**src/rtl/i2c_dac_regs.sv**
```systemverilog
module i2c_dac_regs #(
  parameter logic [6:0] DEV_ADDR = 7'h48,
  parameter logic [7:0] REG_CH0  = 8'hF8,
  parameter logic [7:0] REG_CH1  = 8'hF9
) (
  input  logic       clk,
  input  logic       rst_n,
  input  logic       scl_i,
  input  logic       sda_i,
  output logic       sda_pull_o,
  output logic       ch0_src_o,
  output logic [6:0] ch0_mag_o,
  output logic       ch0_en_o,
  output logic       ch1_src_o,
  output logic [6:0] ch1_mag_o,
  output logic       ch1_en_o
);
  localparam logic [2:0] S_IDLE = 3'd0, S_ADDR = 3'd1, S_PTR = 3'd2,
                         S_DATA = 3'd3, S_RD = 3'd4, S_SKIP = 3'd5;

  logic [1:0] scl_sy, sda_sy;
  logic       scl_q, sda_q;
  logic [2:0] state, nxt;
  logic [3:0] cnt;
  logic [7:0] shreg, ptr, reg0, reg1;
  logic       ack_pend, nack_seen;

  wire scl_s = scl_sy[1];
  wire sda_s = sda_sy[1];
  wire start_c = scl_s & scl_q & sda_q & ~sda_s;
  wire stop_c  = scl_s & scl_q & ~sda_q & sda_s;
  wire rise    = scl_s & ~scl_q;
  wire fall    = ~scl_s & scl_q;
  wire active  = (state != S_IDLE) && (state != S_SKIP);

  wire [7:0] rx_byte   = {shreg[6:0], sda_s};
  wire [7:0] rd_val    = (ptr == REG_CH0) ? reg0 : (ptr == REG_CH1) ? reg1 : 8'h00;
  wire [2:0] after_ack = (state == S_RD) ? S_RD : nxt;

  always_ff @(posedge clk or negedge rst_n) begin
    if (!rst_n) begin
      scl_sy <= 2'b11;
      sda_sy <= 2'b11;
      scl_q  <= 1'b1;
      sda_q  <= 1'b1;
    end else begin
      scl_sy <= {scl_sy[0], scl_i};
      sda_sy <= {sda_sy[0], sda_i};
      scl_q  <= scl_s;
      sda_q  <= sda_s;
    end
  end

  always_ff @(posedge clk or negedge rst_n) begin
    if (!rst_n) begin
      state      <= S_IDLE;
      nxt        <= S_IDLE;
      cnt        <= 4'd0;
      shreg      <= 8'h00;
      ptr        <= REG_CH0;
      reg0       <= 8'h00;
      reg1       <= 8'h00;
      ack_pend   <= 1'b0;
      nack_seen  <= 1'b0;
      sda_pull_o <= 1'b0;
    end else if (start_c) begin
      state      <= S_ADDR;
      cnt        <= 4'd0;
      ack_pend   <= 1'b0;
      sda_pull_o <= 1'b0;
    end else if (stop_c) begin
      state      <= S_IDLE;
      cnt        <= 4'd0;
      ack_pend   <= 1'b0;
      sda_pull_o <= 1'b0;
    end else if (active && rise) begin
      cnt <= cnt + 4'd1;
      if (cnt < 4'd8 && state != S_RD) shreg <= rx_byte;
      if (cnt == 4'd8 && state == S_RD) nack_seen <= sda_s;
      if (cnt == 4'd7 && state != S_RD) begin
        ack_pend <= 1'b1;
        case (state)
          S_ADDR: begin
            if (rx_byte[7:1] != DEV_ADDR) begin
              state    <= S_SKIP;
              ack_pend <= 1'b0;
            end else begin
              nxt <= rx_byte[0] ? S_RD : S_PTR;
            end
          end
          S_PTR: begin
            ptr <= rx_byte;
            nxt <= S_DATA;
          end
          default: begin
            if (ptr == REG_CH0) reg0 <= rx_byte;
            else if (ptr == REG_CH1) reg1 <= rx_byte;
            nxt <= S_SKIP;
          end
        endcase
      end
    end else if (active && fall) begin
      if (cnt == 4'd8) begin
        sda_pull_o <= ack_pend;
      end else if (cnt == 4'd9) begin
        cnt      <= 4'd0;
        ack_pend <= 1'b0;
        if (state == S_RD && nack_seen) begin
          state      <= S_SKIP;
          sda_pull_o <= 1'b0;
        end else begin
          state <= after_ack;
          if (after_ack == S_RD) begin
            shreg      <= rd_val;
            sda_pull_o <= ~rd_val[7];
          end else begin
            sda_pull_o <= 1'b0;
          end
        end
      end else if (state == S_RD && cnt != 4'd0) begin
        shreg      <= {shreg[6:0], 1'b0};
        sda_pull_o <= ~shreg[6];
      end
    end
  end

  assign ch0_src_o = reg0[7];
  assign ch0_mag_o = reg0[6:0];
  assign ch0_en_o  = |reg0[6:0];
  assign ch1_src_o = reg1[7];
  assign ch1_mag_o = reg1[6:0];
  assign ch1_en_o  = |reg1[6:0];
endmodule

```
**config.mk**
```make
export PLATFORM = sky130hd
export DESIGN_NAME = i2c_dac_regs
export DESIGN_NICKNAME = d
export VERILOG_FILES = /design/src/rtl/i2c_dac_regs.sv
export SDC_FILE = /design/constraint.sdc
export NUM_CORES = 1
export LEC_CHECK = 0
export BUFFER_PORTS_ARGS = -buffer_cell sky130_fd_sc_hd__buf_4
export CELL_PAD_IN_SITES_DETAIL_PLACEMENT = 0
export CELL_PAD_IN_SITES_GLOBAL_PLACEMENT = 1
export CORE_MARGIN = 4
export CORE_UTILIZATION = 40
export CTS_BUF_LIST = sky130_fd_sc_hd__clkbuf_8 sky130_fd_sc_hd__clkbuf_16
export DETAILED_ROUTE_END_ITERATION = 10
export GPL_TIMING_DRIVEN = 1
export MAX_ROUTING_LAYER = met4
export PLACE_DENSITY_LB_ADDON = 0.1
export REMOVE_ABC_BUFFERS = 1
export SYNTH_ARGS = -nofsm -noshare
export SYNTH_HDL_FRONTEND = slang
export SYNTH_SLANG_ARGS = --single-unit
```
**constraint.sdc**
```tcl
create_clock -name clk -period 2.7 [get_ports clk]
set_input_delay 0.27 -clock clk [delete_from_list [all_inputs] [get_ports clk]]
set_output_delay 0.27 -clock clk [all_outputs]
set_load 0.05 [all_outputs]
```
-- Word level (Yosys, flattened, before mapping)
Index checks and enable logic that the tools add are counted.
- flip-flop bits (word level): 50
- word-level logic and storage cells: 132
- latch bits: 0
- memories kept: 0
- bits in writable memories: 0
- bits in read-only memories: 0
- bitwise gates (word level): 17
- muxes and demuxes: 48
- $mul: 0
- div/mod/pow operators: 0
- reductions and logical operators: 29
- add/subtract/negate cells: 1
- $lt $le $gt $ge: 1
- shift operators: 0
- eq/ne operators: 22
- operator list (cell ; number):
    7-bit two-way mux ; 8
    3-bit two-way mux ; 13
    4-bit two-way mux ; 6
    1-bit two-way mux ; 18
    8-bit equality test, second input constant ; 2
    8-bit two-way mux ; 2
    7-bit OR reduction ; 2
    3-bit inequality test, second input constant ; 4
    4-bit by 3-bit inequality test with 1-bit output, second input constant ; 3
    6-bit AND reduction ; 2
    4-bit nonzero test ; 3
    1-bit NOT ; 10
    5-bit AND reduction ; 2
    3-bit nonzero test ; 3
    4-bit equality test, second input constant ; 2
    1-bit logical AND ; 8
    4-bit AND reduction ; 2
    8-bit AND reduction ; 1
    1-bit AND ; 7
    7-bit inequality test, second input constant ; 1
    7-bit AND reduction ; 1
    3-bit equality test, second input constant ; 2
    3-bit one-hot mux with 2 select lines ; 1
    3-bit AND reduction ; 2
    12 further kinds ; 13

-- Longest topological paths before layout
Gate-level depths: netlist of run 1.
- word-level depth: 12
- gate-level depth with buffers: 7
- gate-level depth less buffers: 7

-- Least setup slack after synthesis of run 1
No wires, ideal clock.
- kind: reg-to-reg
- start point: register ptr[3]
- end point: register reg0[0]
- path slack: 569 ps
- required time: 2575 ps
- arrival: 2006 ps
- cell stages (with the launch flop): 7
- buffers on the path: 1
- cells stage by stage: dfstp_2 nor4bb_1 nand4_1 nor4_1 nor2b_1 buf_2 mux2_2
- word-level cells in the longest chain between the ends: 2
- ends and longest elaborated chain (what ; line ; source):
    from (decl) ; 25 ; logic [7:0] shreg, ptr, reg0, reg1;
    from (signal assigned) ; 92 ; ptr <= rx_byte;
    8-bit equality test ; 96 ; if (ptr == REG_CH0) reg0 <= rx_byte;
    6-bit AND reduction (no line) ; - ;
    to (signal assigned) ; 96 ;
    to (decl) ; 25 ;
No other way between the ends.
A chain may end at the register's enable or synchronous reset.

-- Worst setup path after layout of run 1
- start point: register state[2]
- end point: register ptr[1]
- word-level cells in the longest chain between the ends: 4
- elaborated cells on any way between the ends: 8
- ends and longest elaborated chain (what ; line ; source):
    from (decl) ; 23 ; logic [2:0] state, nxt;
    from (signal assigned) ; 112 ; state <= after_ack;
    3-bit inequality test or 3-bit nonzero test (tied branches) ; 34 ; wire active = (state != S_IDLE) && (state != S_SKIP);
    1-bit logical AND ; 34 ;
    1-bit logical AND ; 76 ; end else if (active && rise) begin
    5-bit AND reduction (no line) * ; - ;
Mark *: on every way between the ends. The rest lies on a longest branch, timed or not.

==> results of run 1 <==
[registers in the layout, indices dropped and copies added, names as in the netlist]
| name | count |
|---|---|
| ack_pend | 1 |
| cnt | 4 |
| nack_seen | 1 |
| nxt | 3 |
| ptr | 8 |
| reg0 | 8 |
| reg1 | 8 |
| scl_q | 1 |
| scl_sy | 2 |
| sda_pull_o | 1 |
| sda_q | 1 |
| sda_sy | 2 |
| shreg | 7 |
| state | 3 |
[cell usage in the layout, fill, tap and decap left out, types with 2 or more instances in the layout]
master                     instances
sky130_fd_sc_hd__inv_1            10
sky130_fd_sc_hd__buf_4            26
sky130_fd_sc_hd__nor2_1           16
sky130_fd_sc_hd__nand2b_1          3
sky130_fd_sc_hd__o21ai_0          10
sky130_fd_sc_hd__ha_1              3
sky130_fd_sc_hd__nand3_1           2
sky130_fd_sc_hd__mux2_4            8
sky130_fd_sc_hd__nor3b_1           2
sky130_fd_sc_hd__dfstp_2          11
sky130_fd_sc_hd__o21a_1            2
sky130_fd_sc_hd__or2_2             2
sky130_fd_sc_hd__mux2i_1          13
sky130_fd_sc_hd__mux2_2           27
sky130_fd_sc_hd__a21oi_1           5
sky130_fd_sc_hd__nand2_1          11
sky130_fd_sc_hd__dfrtp_1          39
sky130_fd_sc_hd__xor2_1            2
sky130_fd_sc_hd__nor2b_1           4
sky130_fd_sc_hd__nor4_1            6
sky130_fd_sc_hd__nor4b_1           2
sky130_fd_sc_hd__nor3_1            5
sky130_fd_sc_hd__clkbuf_8          5
sky130_fd_sc_hd__a21o_1            3
[layout make-up]
cell class / instances / area share [%]
Clock inverter: 3 / 1.32
Sequential cell: 50 / 44.4
Timing Repair Buffer: 26 / 6.85
Multi-Input combinational cell: 148 / 40.7
Inverter: 8 / 1.05
Clock buffer: 5 / 2.41
Tap cell: 75 / 3.29
[synthesized netlist by cell type (2+ instances only)]
library cell,number,share of area [%]
sky130_fd_sc_hd__nor2_1,16,2.4
sky130_fd_sc_hd__dfrtp_1,39,39
sky130_fd_sc_hd__nand2b_1,3,0.75
sky130_fd_sc_hd__o21a_1,2,0.60
sky130_fd_sc_hd__a21oi_1,5,1.0
sky130_fd_sc_hd__inv_1,8,1.2
sky130_fd_sc_hd__nor3b_1,2,0.60
sky130_fd_sc_hd__buf_2,3,0.60
sky130_fd_sc_hd__o21ai_0,10,2.0
sky130_fd_sc_hd__nor3_1,5,1.0
sky130_fd_sc_hd__xor2_1,2,0.70
sky130_fd_sc_hd__nor4b_1,2,0.70
sky130_fd_sc_hd__a21o_1,3,0.90
sky130_fd_sc_hd__mux2_4,8,4.8
sky130_fd_sc_hd__mux2i_1,13,5.2
sky130_fd_sc_hd__or2_2,2,0.50
sky130_fd_sc_hd__ha_1,3,1.5
sky130_fd_sc_hd__dfstp_2,11,12
sky130_fd_sc_hd__clkbuf_1,2,0.30
sky130_fd_sc_hd__buf_6,2,0.90
sky130_fd_sc_hd__nor2b_1,4,1.0
sky130_fd_sc_hd__nand3_1,2,0.40
sky130_fd_sc_hd__mux2_2,27,12
sky130_fd_sc_hd__nor4_1,6,1.5
sky130_fd_sc_hd__nand2_1,11,1.7
[cells by family after synthesis]
family / after synthesis / share of synthesized area (%)
AND/OR/NAND/NOR: 61 / 13.0
flip-flops: 50 / 50.6
multiplexers: 48 / 22.2
AO/OA/AOI/OAI: 33 / 8.71
buffers and inverters: 15 / 3.00
XOR/XNOR: 3 / 1.05
adder cells (fa/ha/maj): 3 / 1.50
[per-stage QoR]
step / power, mW / cells / hold slack [ns]
floorplan: 1.25 / 206 / -0.0256
global placement: 1.39 / 307 / 0.322
detailed placement: 1.40 / 307 / 0.340
CTS: 1.92 / 315 / 0.00439
global route: 2.03 / 315 / 0.0246
finish: 1.90 / 315 / -0.0250
[final timing paths]
path / startpoint / to / slack [ns] / cells after the start
worst min-delay path: rst_n / shreg[3] / -0.02 / 1
worst max register to register: state[2] / ptr[1] / 0.31 / 5
max in group asynchronous: rst_n / reg0[2] / 2.29 / 1
min in group clk: sda_i / sda_sy[0] / 0.07 / 1
worst min register to register: scl_sy[0] / scl_sy[1] / 0.36 / 0
worst max-delay path: state[2] / ptr[1] / 0.31 / 5
[per-layer routing]
layer	routed length, µm	up-vias
li1	-	823
met1	2740	859
met2	2490	54
met3	283	8
met4	74	0
met5	0	-
[report_power, final]
| part | switching, mW | internal [mW] |
|---|---|---|
| combinational | 0.254 | 0.186 |
| sequential | 0.123 | 0.825 |
| clock | 0.245 | 0.270 |
| total | 0.623 | 1.28 |
==> results.md, run 1 <==
- Startpoint class of the critical path: register
- Worst voltage drop across the vdd grid: slightly above 0.3 mV
- Number of inserted diodes: 0
- Crit path max-delay family: simple AND/OR/NAND/NOR gates
- Combined buffer and inverter count along the critical path: 0
- Count of fill cells added during filler insertion: about 530
- Setup slack after layout: 0.313 ns
- Area of placed instances: approximately 2700 µm²
- # resized after CTS: 0
- Violated checks: hold timing
- Top-level I/O count: 23
- Overall die area: approximately 7600 µm²
- Number of placement rows: 28
- Global-route met3 utilization: under 10%
- Area used by multi-input combinational logic: around 1200 µm²
- WL/cell: between 15 and 20 µm
- Number of max-slew violations in the final report: 0
- CTS Buffer Depth: 2
- Drt first pass iters: 4
- Average cell area after synthesis: about 12 µm²
- Cell Area, Synth: 2500 µm²
- Total DRC errors in the routed layout: 0
- Number of buffers inserted during clock tree synthesis: 5
- Element type at the critical path end: register
- Final total negative setup slack: 0 ns
- Worst-case clock skew: approximately 0.008 ns
- CTS H-tree lvls: 2
- Final routed wirelength across all metal layers: roughly 5600 µm
- Setup-violating endpoint count in the final report: 0
- Final min period: around 2.4 ns
- Number of antenna violations at the first check in global routing: 0
- Maximum Capacitance Violations: 0
- Share of flip-flops with an asynchronous set or reset: 100%
- Via-to-Cell Ratio: around 5.5
- Core area: approximately 6000 µm²
- Headroom to the max-slew limit: roughly 58%
- Number of synthesized register bits: 50
- Clk sink count: 50
- Hold-fix buffer count after cts: 0
- Clock tree from TritonCTS: yes
- F_max: approximately 420 MHz
- Clk slew on worst S/H paths: approximately 0.09 ns
- Number of nets in the final layout: around 250
- Remaining antenna violation count after routing: 0
- Final estimated routing congestion in global placement: ~0.89
- Critical path, cell by cell: or3b_1 > nand4b_1 > or2_1 > or3_1 > mux2_4
- Static power due to leakage: 1.34 nW
- Data arrival time of the worst path: 2.58 ns
- Share of the yosys chip area belonging to registers: about half
- Critical Path Fanout Max: 10
- Number of port buffers: 22
- Post-synthesis instance total: 213
- Largest stage delay, worst path: slightly below 0.6 ns
- WS Path Type: reg2reg
- Register area: between 1000 and 1500 µm²
- Worst setup slack before clock tree synthesis: ~0.34 ns
- Pin count of the biggest net entering global routing: 51
- Number of enable-type register cells in the synthesized netlist: 0
- Path class of the lowest-slack min-delay path: in2async
- Unrepaired setup endpoints after global routing: false
- Die width: ~87 µm
- Master cell of the clock root buffer: sky130_fd_sc_hd__clkbuf_8
- Fraction of final layout cells sized beyond drive strength 1: ~35%
- Die outline height: ~87 µm
- Hold Fails Final Rpt: 29
- Met1 track utilization from global routing: 23.6%
- Synthesis warning total: 0
- Total number of vias: between 1,500 and 2,000
- Met2 usage: between 20 and 25%
- Final cell utilization of the core: approximately 48%
- Yosys cell types: 47
- Post-synthesis to final-layout area growth: 14.0%
- Leftover overflow at the end of global routing: 0
- Final worst-path cycle share: 88.4%
- Vias in the first global route: between 1,500 and 2,000
- Starting density of the core: a little over two fifths
- Outcome: finished with violations
- Transition at the pin with the smallest max-transition slack: 0.634 ns
- Minimum hold slack: -0.0250 ns
- Critical-path top delay cell: sky130_fd_sc_hd__or3_1
- HPWL after detailed placement: roughly 4000 µm
- Data required, critical path: slightly below 3 ns
- Initial DRC Count: a little under 70
- Busiest metal layer after global routing: met2
- Final standard cell area without fillers: between 2000 and 3000 µm²
- Pwr/cell area: approximately 670 nW/µm²
- Post-CTS setup buffer count: 0
- Wire length of the first global-routing pass: ~9500 µm
- Later-pin clock latency in the skew report: roughly 0.30 ns
- Primary FF master, synth: sky130_fd_sc_hd__dfrtp_1
- Global-route usage over all layers: about 17%
Note: power is estimated with default switching activity, not from simulation.
==> inputs of run 2 (changes only) <==
--- a/config.mk
+++ b/config.mk
@@ -10,7 +10,7 @@
 export CELL_PAD_IN_SITES_GLOBAL_PLACEMENT = 1
 export CORE_MARGIN = 4
 export CORE_UTILIZATION = 40
-export CTS_BUF_LIST = sky130_fd_sc_hd__clkbuf_8 sky130_fd_sc_hd__clkbuf_16
+export CTS_BUF_LIST = sky130_fd_sc_hd__clkbuf_4
 export DETAILED_ROUTE_END_ITERATION = 10
 export GPL_TIMING_DRIVEN = 1
 export MAX_ROUTING_LAYER = met4
==> results.md, run 2 (synthesis gave the netlist of run 1 again) <==
- Final total negative setup slack: 0 ns (unchanged)
- Register-to-register setup slack: 0.32 ns (about the same)
- Maximum Capacitance Violations: 0 (unchanged)
- F_max: 420 MHz (+0.26%)
- Data required, critical path: 2.96 ns (+0.06 ns)
- Transition at the pin with the smallest max-transition slack: 0.638 ns (+0.00364 ns)
- Final worst-path cycle share: 88.2% (-0.23 points)
- Minimum hold slack: 0.368 ns (+0.393 ns)
- Largest stage delay, worst path: 0.58 ns (about the same)
- Total power after layout: 1.84 mW (-3.6%)
- Starting density of the core: 41.8% (unchanged)
- Headroom to the max-slew limit: 57.5% (-0.24 points)
- Data arrival time of the worst path: 2.64 ns (+0.06 ns)
- Wire length of the first global-routing pass: 9450 µm (-0.51%)
- HPWL after detailed placement: 4020 µm (unchanged)
- Setup-violating endpoint count in the final report: 0 (unchanged)
- Core area: 5990 µm² (unchanged)
- Path class of the lowest-slack min-delay path: reg2reg
- Number of inserted diodes: 0 (unchanged)
- Startpoint class of the critical path: register
- Final min period: 2.38 ns (-0.00629 ns)
- Critical-path top delay cell: sky130_fd_sc_hd__or3_1
- CTS Buffer Depth: 2 (unchanged)
- Master cell of the clock root buffer: sky130_fd_sc_hd__clkbuf_4
- Fraction of final layout cells sized beyond drive strength 1: 35.0% (+0.40 points)
- Die outline height: 87.1 µm (unchanged)
- Critical Path Fanout Max: 15 (+5)
- CTS H-tree lvls: 2 (unchanged)
- Outcome: complete, no violations
- Count of fill cells added during filler insertion: 531 (+0.57%)
- Clk sink count: 50 (unchanged)
- Vias in the first global route: 1,804 (-0.77%)
- Total number of vias: 1,753 (+0.52%)
- Final standard cell area without fillers: 2860 µm² (+0.22%)
- Final routed wirelength across all metal layers: 5540 µm (-0.97%)
- Most frequent standard cell in the layout excluding fill and tap cells: sky130_fd_sc_hd__dfrtp_1
- Number of max-slew violations in the final report: 0 (unchanged)
- Post-synthesis to final-layout area growth: 14.3%
- WS Path Type: reg2reg
- Pin count of the biggest net entering global routing: 51 (unchanged)
- WL/cell: 17.4 µm (-1.9%)
- Pwr/cell area: 642 nW/µm² (-3.8%)
- Via-to-Cell Ratio: 5.51 (-0.43%)
- Hold Fails Final Rpt: 0 (-100%)
- Registers with the highest flip-flop counts: ptr x8, reg0 x8, reg1 x8
- Static power due to leakage: 1.34 nW (-0.14%)
- Final cell utilization of the core: 47.7% (+0.10 points)
- Top library cells by usage in the layout, fill and taps aside: 39 x sky130_fd_sc_hd__dfrtp_1, 27 x sky130_fd_sc_hd__mux2_2, 26 x sky130_fd_sc_hd__buf_4
- Clk slew on worst S/H paths: 0.13 ns (+0.04 ns)
- Clock tree from TritonCTS: yes
- Top-level I/O count: 23 (unchanged)
- Later-pin clock latency in the skew report: 0.37 ns (+0.07 ns)
- Number of antenna violations at the first check in global routing: 0 (unchanged)
- Drt first pass iters: 4 (unchanged)
- # resized after CTS: 0 (unchanged)
- Final estimated routing congestion in global placement: 0.886 (unchanged)
- Worst-case clock skew: 0.0122 ns (+0.00423 ns)
- Number of port buffers: 22 (unchanged)
- Leftover overflow at the end of global routing: 0 (unchanged)
- Die width: 87.1 µm (unchanged)
- Unrepaired setup endpoints after global routing: false
- Number of nets in the final layout: 249 (+1.2%)
- Overall die area: 7580 µm² (unchanged)
- Element type at the critical path end: register
- Number of buffers inserted during clock tree synthesis: 5 (unchanged)
- Remaining antenna violation count after routing: 0 (unchanged)
- Number of placement rows: 28 (unchanged)
- Global-route usage over all layers: 16.6% (-0.16 points)
- Critical path, cell by cell: xor2_1 > o21ai_2 > or2_1 > or3_1 > mux2_4
- Initial DRC Count: 86 (+26%)
- Worst voltage drop across the vdd grid: 0.255 mV (-17%)
- Total DRC errors in the routed layout: 0 (unchanged)
- Area of placed instances: 2750 µm² (unchanged)
## run 2: cell types whose count changed in the layout (fill, tap and decap cells not counted), sizes merged
cell         change
dlygate4sd3      +3
clkbuf           +2
inv              -2
## run 2: cell type report
class	instances	area, µm²	area share [%]
Clock buffer	7	52.6	1.84
Clock inverter	1	30.0	1.05
Inverter	8	30.0	1.05
Multi-Input combinational cell	148	1160	40.6
Sequential cell	50	1260	44.3
Tap cell	75	93.8	3.28
Timing Repair Buffer	29	225	7.88
## run 2: metal layers
metal	wire length, µm	vias up	track usage [%]
li1	-	831	-
met1	2800	874	24.0
met2	2430	42	24.0
met3	238	6	3.12
met4	60	0	4.25
met5	0	-	-
## run 2: repair_timing
action                    CTS  global route
setup buffers               0             0
hold buffers                3             0
hold endpoints to repair   41             0
## run 2: critical path: cells and delay by family (launching register included)
kind	cells	cell delay (ns)
AND/OR/NAND/NOR	2	0.89
flip-flops	1	0.51
multiplexers	1	0.37
XOR/XNOR	1	0.28
AO/OA/AOI/OAI	1	0.22
## run 2: power breakdown
part / leakage [nW] / total [mW] / switching [mW] / internal, mW
sequential: 0.653 / 0.947 / 0.123 / 0.825
combinational: 0.641 / 0.443 / 0.254 / 0.189
clock: 0.0463 / 0.445 / 0.228 / 0.217
total: 1.34 / 1.84 / 0.605 / 1.23
## run 2: per-stage QoR
step	instances	worst slack, ns
after floorplan	206	0.382
after global placement	307	0.409
after detailed placement	307	0.337
after CTS	318	0.310
after global routing	318	0.142
final	318	0.320
## run 2: worst paths after layout
path | start | end | cells after the start
max | state[2] | ptr[0] | 5
min | scl_sy[0] | scl_sy[1] | 0
max reg2reg | state[2] | ptr[0] | 5
min reg2reg | scl_sy[0] | scl_sy[1] | 0
max in group asynchronous | rst_n | state[1] | 2
min in group asynchronous | rst_n | shreg[3] | 2
==> inputs of run 3 (changes only) <==
--- a/config.mk
+++ b/config.mk
@@ -8,7 +8,6 @@
 export BUFFER_PORTS_ARGS = -buffer_cell sky130_fd_sc_hd__buf_4
 export CELL_PAD_IN_SITES_DETAIL_PLACEMENT = 0
 export CELL_PAD_IN_SITES_GLOBAL_PLACEMENT = 1
-export CORE_MARGIN = 4
 export CORE_UTILIZATION = 40
 export CTS_BUF_LIST = sky130_fd_sc_hd__clkbuf_4
 export DETAILED_ROUTE_END_ITERATION = 10
==> results.md, run 3 (synthesis gave the netlist of run 1 again) <==
- Hold Fails Final Rpt: 0 (unchanged)
- Fraction of final layout cells sized beyond drive strength 1: 34.6% (-0.41 points)
- Clock tree from TritonCTS: yes
- Overall die area: 6570 µm² (-13%)
- Post-CTS setup buffer count: 0 (unchanged)
- Drt first pass iters: 4 (unchanged)
- Path depth of the worst reg2reg path: 5 (unchanged)
- Total number of vias: 1,744 (-0.51%)
- Outcome: complete, no violations
- Remaining antenna violation count after routing: 0 (unchanged)
- CTS Buffer Depth: 2 (unchanged)
- Number of port buffers: 22 (unchanged)
- Maximum Capacitance Violations: 0 (unchanged)
- Post-synthesis to final-layout area growth: 13.1%
- Headroom to the max-slew limit: 54.4% (-3.0 points)
- Final standard cell area without fillers: 2830 µm² (-1.0%)
- Transition at the pin with the smallest max-transition slack: 0.676 ns (+0.0383 ns)
- Leftover overflow at the end of global routing: 0 (unchanged)
- Number of placement rows: 28 (unchanged)
- # resized after CTS: 0 (unchanged)
- Largest stage delay, worst path: 0.58 ns (about the same)
- Wire length of the first global-routing pass: 9270 µm (-1.9%)
- Crit path max-delay family: simple AND/OR/NAND/NOR gates
- Clk slew on worst S/H paths: 0.14 ns (about the same)
- Critical path, cell by cell: xor2_1 > o21ai_2 > or2_1 > or3_1 > mux2_4
- Most frequent standard cell in the layout excluding fill and tap cells: sky130_fd_sc_hd__dfrtp_1
- Final worst-path cycle share: 87.8% (-0.34 points)
- Total DRC errors in the routed layout: 0 (unchanged)
- Pwr/cell area: 610 nW/µm² (-5.1%)
- Element type at the critical path end: register
- Final routed wirelength across all metal layers: 5510 µm (-0.45%)
- Master cell of the clock root buffer: sky130_fd_sc_hd__clkbuf_4
- Final estimated routing congestion in global placement: 0.940 (+6.1%)
- Top-level I/O count: 23 (unchanged)
- Critical Path Fanout Max: 15 (unchanged)
- HPWL after detailed placement: 4030 µm (+0.21%)
- Top library cells by usage in the layout, fill and taps aside: 39 x sky130_fd_sc_hd__dfrtp_1, 27 x sky130_fd_sc_hd__mux2_2, 26 x sky130_fd_sc_hd__buf_4
- F_max: 422 MHz (+0.38%)
- Static power due to leakage: 1.33 nW (-0.99%)
- WS Path Type: reg2reg
- Initial DRC Count: 97 (+13%)
- Number of antenna violations at the first check in global routing: 0 (unchanged)
- Critical-path top delay cell: sky130_fd_sc_hd__or3_1
- Die width: 81.1 µm (-6.9%)
- Area of placed instances: 2750 µm² (unchanged)
- Number of buffers inserted during clock tree synthesis: 5 (unchanged)
- Hold-fix buffer count after cts: 3 (unchanged)
- Starting density of the core: 41.8% (unchanged)
- Final min period: 2.37 ns (-0.00907 ns)
- Worst voltage drop across the vdd grid: 0.377 mV (+48%)
- Data arrival time of the worst path: 2.64 ns (about the same)
- Data required, critical path: 2.96 ns (about the same)
- Core area: 5990 µm² (unchanged)
- Die outline height: 81.1 µm (-6.9%)
- Later-pin clock latency in the skew report: 0.36 ns (about the same)
- Number of inserted diodes: 0 (unchanged)
- Combined buffer and inverter count along the critical path: 0 (unchanged)
- Number of nets in the final layout: 249 (unchanged)
- Vias in the first global route: 1,804 (unchanged)
- Startpoint class of the critical path: register
- End point of the most critical hold path: scl_sy[1]
- Pin count of the biggest net entering global routing: 51 (unchanged)
- Worst-case clock skew: 0.0121 ns (-0.0000528 ns)
- End of the worst register-to-register path: ptr[1]
- WL/cell: 17.3 µm (-0.45%)
- Setup-violating endpoint count in the final report: 0 (unchanged)
- Clk sink count: 50 (unchanged)
- Unrepaired setup endpoints after global routing: false
- Reg2reg start: state[2]
- Global-route usage over all layers: 19.7% (+3.1 points)
- Via-to-Cell Ratio: 5.48 (-0.51%)
- Count of cells along the worst hold path: 0 (unchanged)
- Path class of the lowest-slack min-delay path: reg2reg
- Number of max-slew violations in the final report: 0 (unchanged)
- Final total negative setup slack: 0 ns (unchanged)
- CTS H-tree lvls: 2 (unchanged)
- Hold path startpoint: scl_sy[0]
- Registers with the highest flip-flop counts: ptr x8, reg0 x8, reg1 x8
- Register-to-register setup slack: 0.33 ns (about the same)
-- run 3: changes by cell type in the layout (fill, tap and decap cells not counted), sizes merged --
cell,previous run,this run
clkbuf,7,6
clkinv,0,2
bufinv,1,0
-- run 3: final cells by class --
class                   count  area [µm²]
clock inverters             2        8.76
flip-flops and latches     50        1260
fillers                   541        3160
inverters                   8        30.0
well taps                  75        93.8
repair buffers             29         225
multi-input cells         148        1160
clock buffers               6        45.0
-- run 3: metrics by stage --
stage	worst slack (ns)	hold WS, ns	total power, mW	utilization, %	instances
detailed placement	0.356	0.334	1.40	45.8	307
floorplan	0.382	-0.0256	1.25	-	206
finish	0.329	0.369	1.72	47.2	318
CTS	0.341	0.368	1.74	47.2	318
global route	0.142	0.374	1.84	47.2	318
global placement	0.409	0.322	1.39	45.8	307
-- run 3: routing by layer --
| metal | GRT usage, % | vias up | part of all wire (%) |
|---|---|---|---|
| met5 | - | - | 0 |
| met4 | 5.71 | 0 | 0.62 |
| li1 | - | 831 | - |
| met3 | 3.15 | 2 | 4.3 |
| met1 | 28.2 | 858 | 50 |
| met2 | 28.9 | 53 | 45 |
-- run 3: how the worst max path moves through the flow --
stage | start | to | slack, ns | cells after the start
global placement | state[2] | ptr[0] | 0.41 | 5
global route | state[2] | ptr[0] | 0.14 | 5
CTS | state[2] | ptr[1] | 0.34 | 5
floorplan | ptr[3] | reg0[0] | 0.38 | 5
finish | state[2] | ptr[1] | 0.33 | 5
detailed placement | state[2] | ptr[1] | 0.36 | 5
-- run 3: power by group --
group	switching (mW)	internal, mW
combinational	0.256	0.189
sequential	0.123	0.825
clock	0.224	0.108
